File: src/rtl/tlb_pkg.sv
package tlb_pkg;

    localparam int VPN_W  = 20;
    localparam int TAG_W  = 4;
    localparam int OFF_W  = 12;
    localparam int WORD_W = 32;
    localparam logic [WORD_W-1:0] CTRL_RESET = 32'h0400_0000;
    localparam int ASSIST_BIT = 26;
    localparam int IDX_LSB    = 8;

    typedef enum logic [2:0] {
        RA_CTRL   = 3'd0,
        RA_TAG    = 3'd1,
        RA_PAGE   = 3'd2,
        RA_L1BASE = 3'd3,
        RA_L2CTRL = 3'd4,
        RA_RPAGE  = 3'd5
    } reg_sel_e;

    typedef enum logic [1:0] {
        PS_4K   = 2'b00,
        PS_512K = 2'b01,
        PS_RSVD = 2'b10,
        PS_8M   = 2'b11
    } pg_size_e;

    typedef enum logic {
        WS_READY   = 1'b0,
        WS_PENDING = 1'b1
    } walk_state_e;

    typedef struct packed {
        logic             valid;
        logic [TAG_W-1:0] tag;
        logic [VPN_W-1:0] vpn;
        pg_size_e         size;
        logic [3:0]       grp;
        logic             guarded;
        logic             wthru;
        logic [VPN_W-1:0] rpn;
    } tlb_entry_t;

    // Page-number bits that take part in the compare for a given size.
    function automatic logic [VPN_W-1:0] cmp_mask(pg_size_e sz);
        unique case (sz)
            PS_8M:   cmp_mask = {{(VPN_W-11){1'b1}}, 11'b0};
            PS_512K: cmp_mask = {{(VPN_W-7){1'b1}}, 7'b0};
            default: cmp_mask = {VPN_W{1'b1}};
        endcase
    endfunction

endpackage

File: src/rtl/tlb_walk_regs.sv
module tlb_walk_regs
    import tlb_pkg::*;
#(
    parameter int IDX_W = 5
) (
    input  logic              clk,
    input  logic              rst_n,
    input  logic              wr_en,
    input  logic [2:0]        addr,
    input  logic [WORD_W-1:0] wdata,
    output logic [WORD_W-1:0] rdata,
    input  logic              miss,
    input  logic [VPN_W-1:0]  miss_vpn,
    output logic [TAG_W-1:0]  cur_tag,
    output logic              commit,
    output logic [IDX_W-1:0]  commit_idx,
    output tlb_entry_t        commit_entry,
    output logic              pending
);

    logic [WORD_W-1:0] ctrl_q, page_q, l1_q, l2_q;
    logic [TAG_W-1:0]  tag_q;
    walk_state_e       state_q, state_d;
    logic              wr_page, capture;

    assign commit  = wr_en && (reg_sel_e'(addr) == RA_RPAGE);
    assign wr_page = wr_en && (reg_sel_e'(addr) == RA_PAGE);
    assign capture = (state_q == WS_READY) && miss;

    // walk state register
    always_ff @(posedge clk) begin
        if (!rst_n) state_q <= WS_READY;
        else        state_q <= state_d;
    end

    // transitions: capture (miss in READY), commit (real-page write)
    always_comb begin
        state_d = state_q;
        unique case (state_q)
            WS_READY:   if (miss && !commit) state_d = WS_PENDING;
            WS_PENDING: if (commit)          state_d = WS_READY;
            default:    state_d = WS_READY;
        endcase
    end

    // state-derived outputs
    always_comb begin
        unique case (state_q)
            WS_PENDING: pending = 1'b1;
            default:    pending = 1'b0;
        endcase
    end

    always_ff @(posedge clk) begin
        if (!rst_n) begin
            ctrl_q <= CTRL_RESET;
            tag_q  <= '0;
            page_q <= '0;
            l1_q   <= '0;
            l2_q   <= '0;
        end else begin
            if (wr_en) begin
                unique case (reg_sel_e'(addr))
                    RA_CTRL:   ctrl_q <= wdata;
                    RA_TAG:    tag_q  <= wdata[TAG_W-1:0];
                    RA_L1BASE: l1_q   <= wdata;
                    RA_L2CTRL: l2_q   <= wdata;
                    default:   ;
                endcase
            end
            if (wr_page)
                page_q <= wdata;
            else if (capture)
                page_q <= {miss_vpn, 2'b00, 1'b1, 5'b0, tag_q};
        end
    end

    assign cur_tag    = tag_q;
    assign commit_idx = ctrl_q[IDX_LSB +: IDX_W];

    always_comb begin
        commit_entry.valid   = page_q[9] & l2_q[0];
        commit_entry.tag     = page_q[TAG_W-1:0];
        commit_entry.vpn     = page_q[WORD_W-1:OFF_W];
        commit_entry.size    = pg_size_e'(l2_q[3:2]);
        commit_entry.grp     = l2_q[8:5];
        commit_entry.guarded = l2_q[4];
        commit_entry.wthru   = l2_q[1];
        commit_entry.rpn     = wdata[WORD_W-1:OFF_W];
    end

    always_comb begin
        rdata = '0;
        unique case (reg_sel_e'(addr))
            RA_CTRL:   rdata = ctrl_q;
            RA_TAG:    rdata = {{(WORD_W-TAG_W){1'b0}}, tag_q};
            RA_PAGE:   rdata = page_q;
            RA_L1BASE: rdata = {l1_q[WORD_W-1:OFF_W], page_q[31:22], 2'b00};
            RA_L2CTRL: rdata = ctrl_q[ASSIST_BIT]
                             ? ({l2_q[WORD_W-1:OFF_W], 12'b0} +
                                {20'b0, page_q[21:12], 2'b00})
                             : l2_q;
            default:   rdata = '0;
        endcase
    end

    // a commit always ends a pending walk
    p_commit_clears_r8: assert property (@(posedge clk) disable iff (!rst_n)
        commit |=> !pending);

    // the latched miss is held while pending unless software rewrites it
    p_page_hold_r7: assert property (@(posedge clk) disable iff (!rst_n)
        (pending && !wr_page) |=> $stable(page_q));

    // a miss in READY latches the missing page number
    p_capture_r7: assert property (@(posedge clk) disable iff (!rst_n)
        (!pending && miss && !wr_page) |=> page_q[WORD_W-1:OFF_W] == $past(miss_vpn));

endmodule

File: src/rtl/tlb_entry_store.sv
module tlb_entry_store
    import tlb_pkg::*;
#(
    parameter int NUM_ENTRIES = 32,
    parameter int IDX_W       = $clog2(NUM_ENTRIES)
) (
    input  logic             clk,
    input  logic             rst_n,
    input  logic             wr_en,
    input  logic [IDX_W-1:0] wr_idx,
    input  tlb_entry_t       wr_entry,
    input  logic [VPN_W-1:0] lk_vpn,
    input  logic [TAG_W-1:0] lk_tag,
    output logic             hit,
    output logic [IDX_W-1:0] hit_idx,
    output tlb_entry_t       hit_entry
);

    tlb_entry_t             ent_q [NUM_ENTRIES];
    logic [NUM_ENTRIES-1:0] match;

    for (genvar g = 0; g < NUM_ENTRIES; g++) begin : g_slot
        always_ff @(posedge clk) begin
            if (!rst_n)
                ent_q[g] <= '0;
            else if (wr_en && (wr_idx == IDX_W'(g)))
                ent_q[g] <= wr_entry;
        end

        assign match[g] = ent_q[g].valid
                       && (ent_q[g].tag == lk_tag)
                       && (((ent_q[g].vpn ^ lk_vpn) & cmp_mask(ent_q[g].size)) == '0);
    end

    // lowest index wins
    always_comb begin
        hit     = 1'b0;
        hit_idx = '0;
        for (int i = NUM_ENTRIES - 1; i >= 0; i--) begin
            if (match[i]) begin
                hit     = 1'b1;
                hit_idx = i[IDX_W-1:0];
            end
        end
    end

    assign hit_entry = ent_q[hit_idx];

    // the addressed slot holds what was written
    p_slot_load_r3: assert property (@(posedge clk) disable iff (!rst_n)
        wr_en |=> ent_q[$past(wr_idx)] == $past(wr_entry));

    // no lower slot matches when a hit is reported
    p_lowest_wins_r6: assert property (@(posedge clk) disable iff (!rst_n)
        hit |-> (match & ((NUM_ENTRIES'(1) << hit_idx) - NUM_ENTRIES'(1))) == '0);

    // a reported hit is backed by a valid entry with the right tag
    p_hit_valid_r4: assert property (@(posedge clk) disable iff (!rst_n)
        hit |-> (hit_entry.valid && hit_entry.tag == lk_tag));

endmodule

File: src/rtl/tlb_reload_unit.sv
module tlb_reload_unit
    import tlb_pkg::*;
#(
    parameter int NUM_ENTRIES = 32,
    parameter int IDX_W       = $clog2(NUM_ENTRIES)
) (
    input  logic             clk,
    input  logic             rst_n,
    input  logic             reg_wr_en,
    input  logic [2:0]       reg_addr,
    input  logic [31:0]      reg_wdata,
    output logic [31:0]      reg_rdata,
    input  logic             lk_valid,
    input  logic [31:0]      lk_ea,
    output logic             lk_hit,
    output logic [IDX_W-1:0] lk_idx,
    output logic [31:0]      lk_pa,
    output logic [5:0]       lk_attr,
    output logic             walk_pending
);

    logic             commit, raw_hit;
    logic [IDX_W-1:0] commit_idx;
    logic [TAG_W-1:0] cur_tag;
    tlb_entry_t       commit_entry, hit_entry;
    logic [VPN_W-1:0] keep_mask;

    tlb_walk_regs #(.IDX_W(IDX_W)) u_regs (
        .clk          (clk),
        .rst_n        (rst_n),
        .wr_en        (reg_wr_en),
        .addr         (reg_addr),
        .wdata        (reg_wdata),
        .rdata        (reg_rdata),
        .miss         (lk_valid && !raw_hit),
        .miss_vpn     (lk_ea[WORD_W-1:OFF_W]),
        .cur_tag      (cur_tag),
        .commit       (commit),
        .commit_idx   (commit_idx),
        .commit_entry (commit_entry),
        .pending      (walk_pending)
    );

    tlb_entry_store #(.NUM_ENTRIES(NUM_ENTRIES), .IDX_W(IDX_W)) u_store (
        .clk       (clk),
        .rst_n     (rst_n),
        .wr_en     (commit),
        .wr_idx    (commit_idx),
        .wr_entry  (commit_entry),
        .lk_vpn    (lk_ea[WORD_W-1:OFF_W]),
        .lk_tag    (cur_tag),
        .hit       (raw_hit),
        .hit_idx   (lk_idx),
        .hit_entry (hit_entry)
    );

    assign keep_mask = cmp_mask(hit_entry.size);
    assign lk_hit    = lk_valid && raw_hit;
    assign lk_pa     = {(hit_entry.rpn & keep_mask) | (lk_ea[WORD_W-1:OFF_W] & ~keep_mask),
                        lk_ea[OFF_W-1:0]};
    assign lk_attr   = {hit_entry.grp, hit_entry.guarded, hit_entry.wthru};

    // a 4 KB hit keeps the page offset and the full real page
    p_pa_4k_r5: assert property (@(posedge clk) disable iff (!rst_n)
        (lk_hit && hit_entry.size == PS_4K) |->
            (lk_pa[31:12] == hit_entry.rpn && lk_pa[11:0] == lk_ea[11:0]));

endmodule

File: config.mk
export PLATFORM = sky130hd
export DESIGN_NAME = tlb_reload_unit
export DESIGN_NICKNAME = d
export VERILOG_FILES = /design/src/rtl/tlb_pkg.sv /design/src/rtl/tlb_walk_regs.sv /design/src/rtl/tlb_entry_store.sv /design/src/rtl/tlb_reload_unit.sv
export SDC_FILE = /design/constraint.sdc
export NUM_CORES = 2
export LEC_CHECK = 0
export BUFFER_PORTS_ARGS = -buffer_cell sky130_fd_sc_hd__buf_2
export CAP_MARGIN = 25
export CELL_PAD_IN_SITES_DETAIL_PLACEMENT = 1
export CELL_PAD_IN_SITES_GLOBAL_PLACEMENT = 1
export CORE_ASPECT_RATIO = 1.1
export CORE_MARGIN = 1
export CORE_UTILIZATION = 57
export CTS_CLUSTER_SIZE = 25
export DETAILED_ROUTE_END_ITERATION = 6
export PLACE_DENSITY = 0.92
export SYNTH_ARGS = -nofsm -noshare
export SYNTH_HDL_FRONTEND = slang
export SYNTH_SLANG_ARGS = --single-unit
File: constraint.sdc
create_clock -name clk -period 17.9 [get_ports clk]
set_input_delay 4.475 -clock clk [delete_from_list [all_inputs] [get_ports clk]]
set_output_delay 4.475 -clock clk [all_outputs]
set_load 0.05 [all_outputs]
==> impl_table.tex <==
\begin{tabular}{lr}
\hline
Metric & Value \\
\hline
\multicolumn{2}{l}{\textbf{Run status}} \\
Status & finished with violations \\
Failing checks & DRC \\
\multicolumn{2}{l}{\textbf{Logic synthesis}} \\
Average cell area after synthesis & 12.34 um\^{}2 \\
Post-synth net total & 7280 \\
Number of enable-type register cells in the synthesized netlist & 1696 \\
Cell area after technology mapping & 88980 um\^{}2 \\
Main flop type after synthesis & sky130\_fd\_sc\_hd\_\_edfxtp\_1 \\
Yosys warns & 0 \\
Proportion of synthesized chip area in sequential cells & 59.96\% \\
Cells after synthesis & 7209 \\
Proportion of synthesized flip-flops having asynchronous set or reset & 0\% \\
Count of state elements after synthesis & 1817 \\
Number of unique standard cell types used by synthesis & 97 \\
\multicolumn{2}{l}{\textbf{Cells and area}} \\
Final core utilization & 62.86\% \\
Total non-filler cell area in the finished layout & 97140 um\^{}2 \\
Commonest cells after routing, fill and taps aside & sky130\_fd\_sc\_hd\_\_edfxtp\_1 (1696), sky130\_fd\_sc\_hd\_\_and2\_1 (1679), sky130\_fd\_sc\_hd\_\_nand2\_1 (552) \\
Sequential cell area & 53360 um\^{}2 \\
Area of combinational cells with multiple inputs & 33150 um\^{}2 \\
Final std cells w/o fill & 9314 \\
Most common cell after layout, fill and taps aside & sky130\_fd\_sc\_hd\_\_edfxtp\_1 \\
Area growth from synthesis to final layout & 9.177\% \\
Final net count & 7144 \\
Count of filler cells inserted in the layout & 14810 \\
Share of final-layout standard cells stronger than drive strength 1 & 10.54\% \\
\multicolumn{2}{l}{\textbf{Flow run}} \\
Max-cap check violation count & 0 \\
\multicolumn{2}{l}{\textbf{Critical path}} \\
Critical path start-end classification & input port to output pin \\
Critical Path AT & 12.87 ns \\
Setup crit end kind & output pin \\
Worst flop-to-flop path startpoint & u\_regs.cur\_tag[3] \\
Endpoint required time on the critical path & 13.43 ns \\
Source of the critical timing path & lk\_ea[30] \\
Maximum fanout along the worst path & 114 \\
Delay of the slowest cell on the worst path & 0.87 ns \\
Critical path launch point type & input port \\
Cell repeated most along the worst path & sky130\_fd\_sc\_hd\_\_mux2i\_1 \\
Ordered cell list for the critical path & buf\_2 -> buf\_4 -> xor2\_1 -> nor4\_1 -> nand4bb\_1 -> nor3\_1 -> a211o\_1 -> o21a\_1 -> o21a\_4 -> nand2\_8 -> buf\_12 -> buf\_4 -> mux2i\_1 -> mux2i\_1 -> mux2i\_1 -> nand2\_1 -> nand3\_1 -> o21ai\_0 -> buf\_2 \\
Slowest cell on the critical path & sky130\_fd\_sc\_hd\_\_nor3\_1 \\
\multicolumn{2}{l}{\textbf{Route}} \\
Routed vias/inst & 7.448 \\
Number of detailed-routing iterations run before antenna repair & 7 \\
Number of remaining DRC errors & 18 \\
Iter 0 DRT Violations & 13280 \\
Wire length per cell after detailed routing & 40.18 um \\
Via Count & 69370 \\
Post-DRT Antenna Nets & 0 \\
Aggregate routed wire length & 374300 um \\
\multicolumn{2}{l}{\textbf{Place}} \\
Routability congestion estimate from global placement & 0.9783 \\
HPWL after detailed placement & 194200 um \\
Post-Place Cells & 8945 \\
Placement Cell Area & 91270 um\^{}2 \\
Number of buffers inserted by port buffering & 123 \\
\multicolumn{2}{l}{\textbf{Timing}} \\
Final number of hold-violating endpoints & 0 \\
Final min period & 17.35 ns \\
Final setup violation count & 0 \\
Tcrit/Tclk final & 96.91\% \\
Final Hold Slack & 0.4594 ns \\
Post-Route Setup TNS & 0 ns \\
Headroom to the max-slew limit & 13.43\% \\
Highest clock rate & 57.65 MHz \\
Slew at the pin with the worst max-slew slack & 1.287 ns \\
Clk\_skew & 0.04127 ns \\
Setup repair after global routing missed its margin & false \\
Final-report max-slew violation count & 0 \\
\multicolumn{2}{l}{\textbf{Floorplanning}} \\
Die footprint & 157700 um\^{}2 \\
FP Rows & 151 \\
Die boundary height & 416.4 um \\
IO Pins & 148 \\
Width of the chip & 378.7 um \\
Area of the core & 154500 um\^{}2 \\
Starting utilization of the core area & 57.57\% \\
\multicolumn{2}{l}{\textbf{CTS}} \\
Post-CTS Hold Fix Bufs & 0 \\
Number of buffers created by CTS & 180 \\
Cts repair resizes & 0 \\
Buffer levels on the longest clock path & 3 \\
Deepest level of the CTS H-tree & 4 \\
Clock Tree Root & sky130\_fd\_sc\_hd\_\_clkbuf\_16 \\
Number of setup buffers added after CTS & 0 \\
Clock input transition at the sequential cells of the worst setup and hold paths & 0.06 ns \\
Sinks on the clock net & 1817 \\
Clock latency at the later pin of the worst-skew pair & 0.90 ns \\
Clock tree from TritonCTS & done \\
\multicolumn{2}{l}{\textbf{Global routing}} \\
First-pass GRT wire length & 496400 um \\
Via count of the first global-routing pass & 70800 \\
Maximum number of pins on one net before global-route repair & 115 \\
Gr ovfl total & 0 \\
Overall track demand over capacity in global routing & 43.96\% \\
Antenna violations before repair & 31 \\
\multicolumn{2}{l}{\textbf{Min path}} \\
Worst min-delay path startpoint & u\_regs.l2\_q[23] \\
Hold Path Class & flip-flop to flip-flop \\
\multicolumn{2}{l}{\textbf{Pwr}} \\
Power density normalized to cell area & 98.39 nW/um\^{}2 \\
Maximum ir drop on the vdd rail & 0.1308 mV \\
Leakage power & 37.54 nW \\
\hline
\end{tabular}
[power breakdown]
| group | switching [W] | total [W] | leakage [nW] | internal [W] |
|---|---|---|---|---|
| combinational | 0.000543 | 0.000710 | 16.3 | 0.000167 |
| sequential | 0.000102 | 0.00488 | 18.5 | 0.00477 |
| clock | 0.00186 | 0.00397 | 2.77 | 0.00211 |
| total | 0.00251 | 0.00956 | 37.5 | 0.00705 |
[registers in the layout, indices dropped and copies added (netlist names)]
name and count:
u_regs.l1_q 20, u_regs.l2_q 32, u_regs.ctrl_q 32, u_regs.cur_tag 4
u_regs.page_q 32, u_store.ent_q 1696, u_regs.state_q 1
[Yosys cell counts, types with 10 or more instances]
library cell               number  area (um^2)
sky130_fd_sc_hd__edfxtp_1    1696        50930
sky130_fd_sc_hd__and2_1      1679        10500
sky130_fd_sc_hd__nand2_1      552         2072
sky130_fd_sc_hd__xnor2_1      452         3959
sky130_fd_sc_hd__clkbuf_1     437         1640
sky130_fd_sc_hd__mux2i_1      422         4224
sky130_fd_sc_hd__xor2_1       316         2768
sky130_fd_sc_hd__nand4_1      145        907.1
sky130_fd_sc_hd__nand3_1      142        710.7
sky130_fd_sc_hd__nor2_1       130        488.0
sky130_fd_sc_hd__dfxtp_1      121         2422
sky130_fd_sc_hd__o21ai_0      104        520.5
sky130_fd_sc_hd__buf_4         99        743.2
sky130_fd_sc_hd__a21oi_1       96        480.5
sky130_fd_sc_hd__nor4_1        90        563.0
sky130_fd_sc_hd__mux2_2        78        878.3
sky130_fd_sc_hd__buf_2         57        285.3
sky130_fd_sc_hd__and3_1        40        250.2
sky130_fd_sc_hd__nor3_1        32        160.2
sky130_fd_sc_hd__a211oi_1      30        225.2
sky130_fd_sc_hd__a221o_1       28        280.3
sky130_fd_sc_hd__a311oi_1      25        219.0
sky130_fd_sc_hd__inv_1         22        82.58
sky130_fd_sc_hd__a22o_1        20        175.2
sky130_fd_sc_hd__buf_6         19        214.0
sky130_fd_sc_hd__o22ai_1       19        118.9
sky130_fd_sc_hd__a221oi_1      18        157.7
sky130_fd_sc_hd__a41oi_1       18        157.7
sky130_fd_sc_hd__buf_1         17        63.81
sky130_fd_sc_hd__a22oi_1       16        120.1
sky130_fd_sc_hd__a311o_1       16        160.2
sky130_fd_sc_hd__mux2_1        15        168.9
sky130_fd_sc_hd__o21ai_1       15        75.07
sky130_fd_sc_hd__o41ai_1       15        131.4
sky130_fd_sc_hd__a31oi_1       14        87.58
sky130_fd_sc_hd__nor2b_1       13        81.33
sky130_fd_sc_hd__o211ai_1      13        97.59
sky130_fd_sc_hd__nor4b_1       11        96.34
sky130_fd_sc_hd__o21a_1        10        75.07
sky130_fd_sc_hd__or4_1         10        75.07
[final cells by class]
| cell class | count | area share (%) |
|---|---|---|
| Sequential cell | 1817 | 54.93 |
| Clock inverter | 84 | 0.7161 |
| Timing Repair Buffer | 318 | 2.300 |
| Inverter | 24 | 0.09918 |
| Multi-Input combinational cell | 4732 | 34.12 |
| Antenna cell | 30 | 0.07728 |
| Clock buffer | 244 | 5.090 |
| Tap cell | 2065 | 2.660 |
[worst max-delay path: cells and delay by family]
| family | cells | cell delay, ns |
|---|---|---|
| AO/OA/AOI/OAI | 4 | 1.00 |
| XOR/XNOR | 1 | 0.12 |
| buffers and inverters | 5 | 2.64 |
| multiplexers | 3 | 1.12 |
| AND/OR/NAND/NOR | 6 | 3.14 |
[path summary, 6_finish.rpt]
path / slack, ns / end / depth (start not counted)
setup reg to reg: 12.09 / u_regs.page_q[2] / 15
hold reg to reg: 0.46 / u_regs.l2_q[23] / 2
hold / removal: 0.46 / u_regs.l2_q[23] / 2
setup / recovery: 0.55 / lk_attr[3] / 19
[layer usage]
layer | track usage (%) | vias to the layer above | wire, um
met3 | 13.83 | 2535 | 57330
met1 | 52.29 | 33520 | 117600
met5 | 0 | - | 171
met2 | 67.27 | 8201 | 164600
met4 | 31.93 | 24 | 34540
li1 | - | 25090 | -
[through the flow]
stage | setup slack, ns | total power (W)
floorplan | 4.380 | 0.005314
global placement | 1.741 | 0.005508
detailed placement | 1.460 | 0.005565
CTS | 1.297 | 0.009322
global route | 0.8599 | 0.009608
finish | 0.5540 | 0.009558
[logic make-up (layout without fill, tap and decap cells)]
| logic type | after synthesis | in the layout | share of synthesized area [%] |
|---|---|---|---|
| AO/OA/AOI/OAI | 541 | 541 | 4.442 |
| XOR/XNOR | 768 | 768 | 7.560 |
| buffers and inverters | 660 | 670 | 3.542 |
| flip-flops | 1817 | 1817 | 59.96 |
| multiplexers | 517 | 517 | 5.975 |
| other | 0 | 30 | 0 |
| AND/OR/NAND/NOR | 2906 | 2906 | 18.52 |
Power figures use the tool's default switching activity.
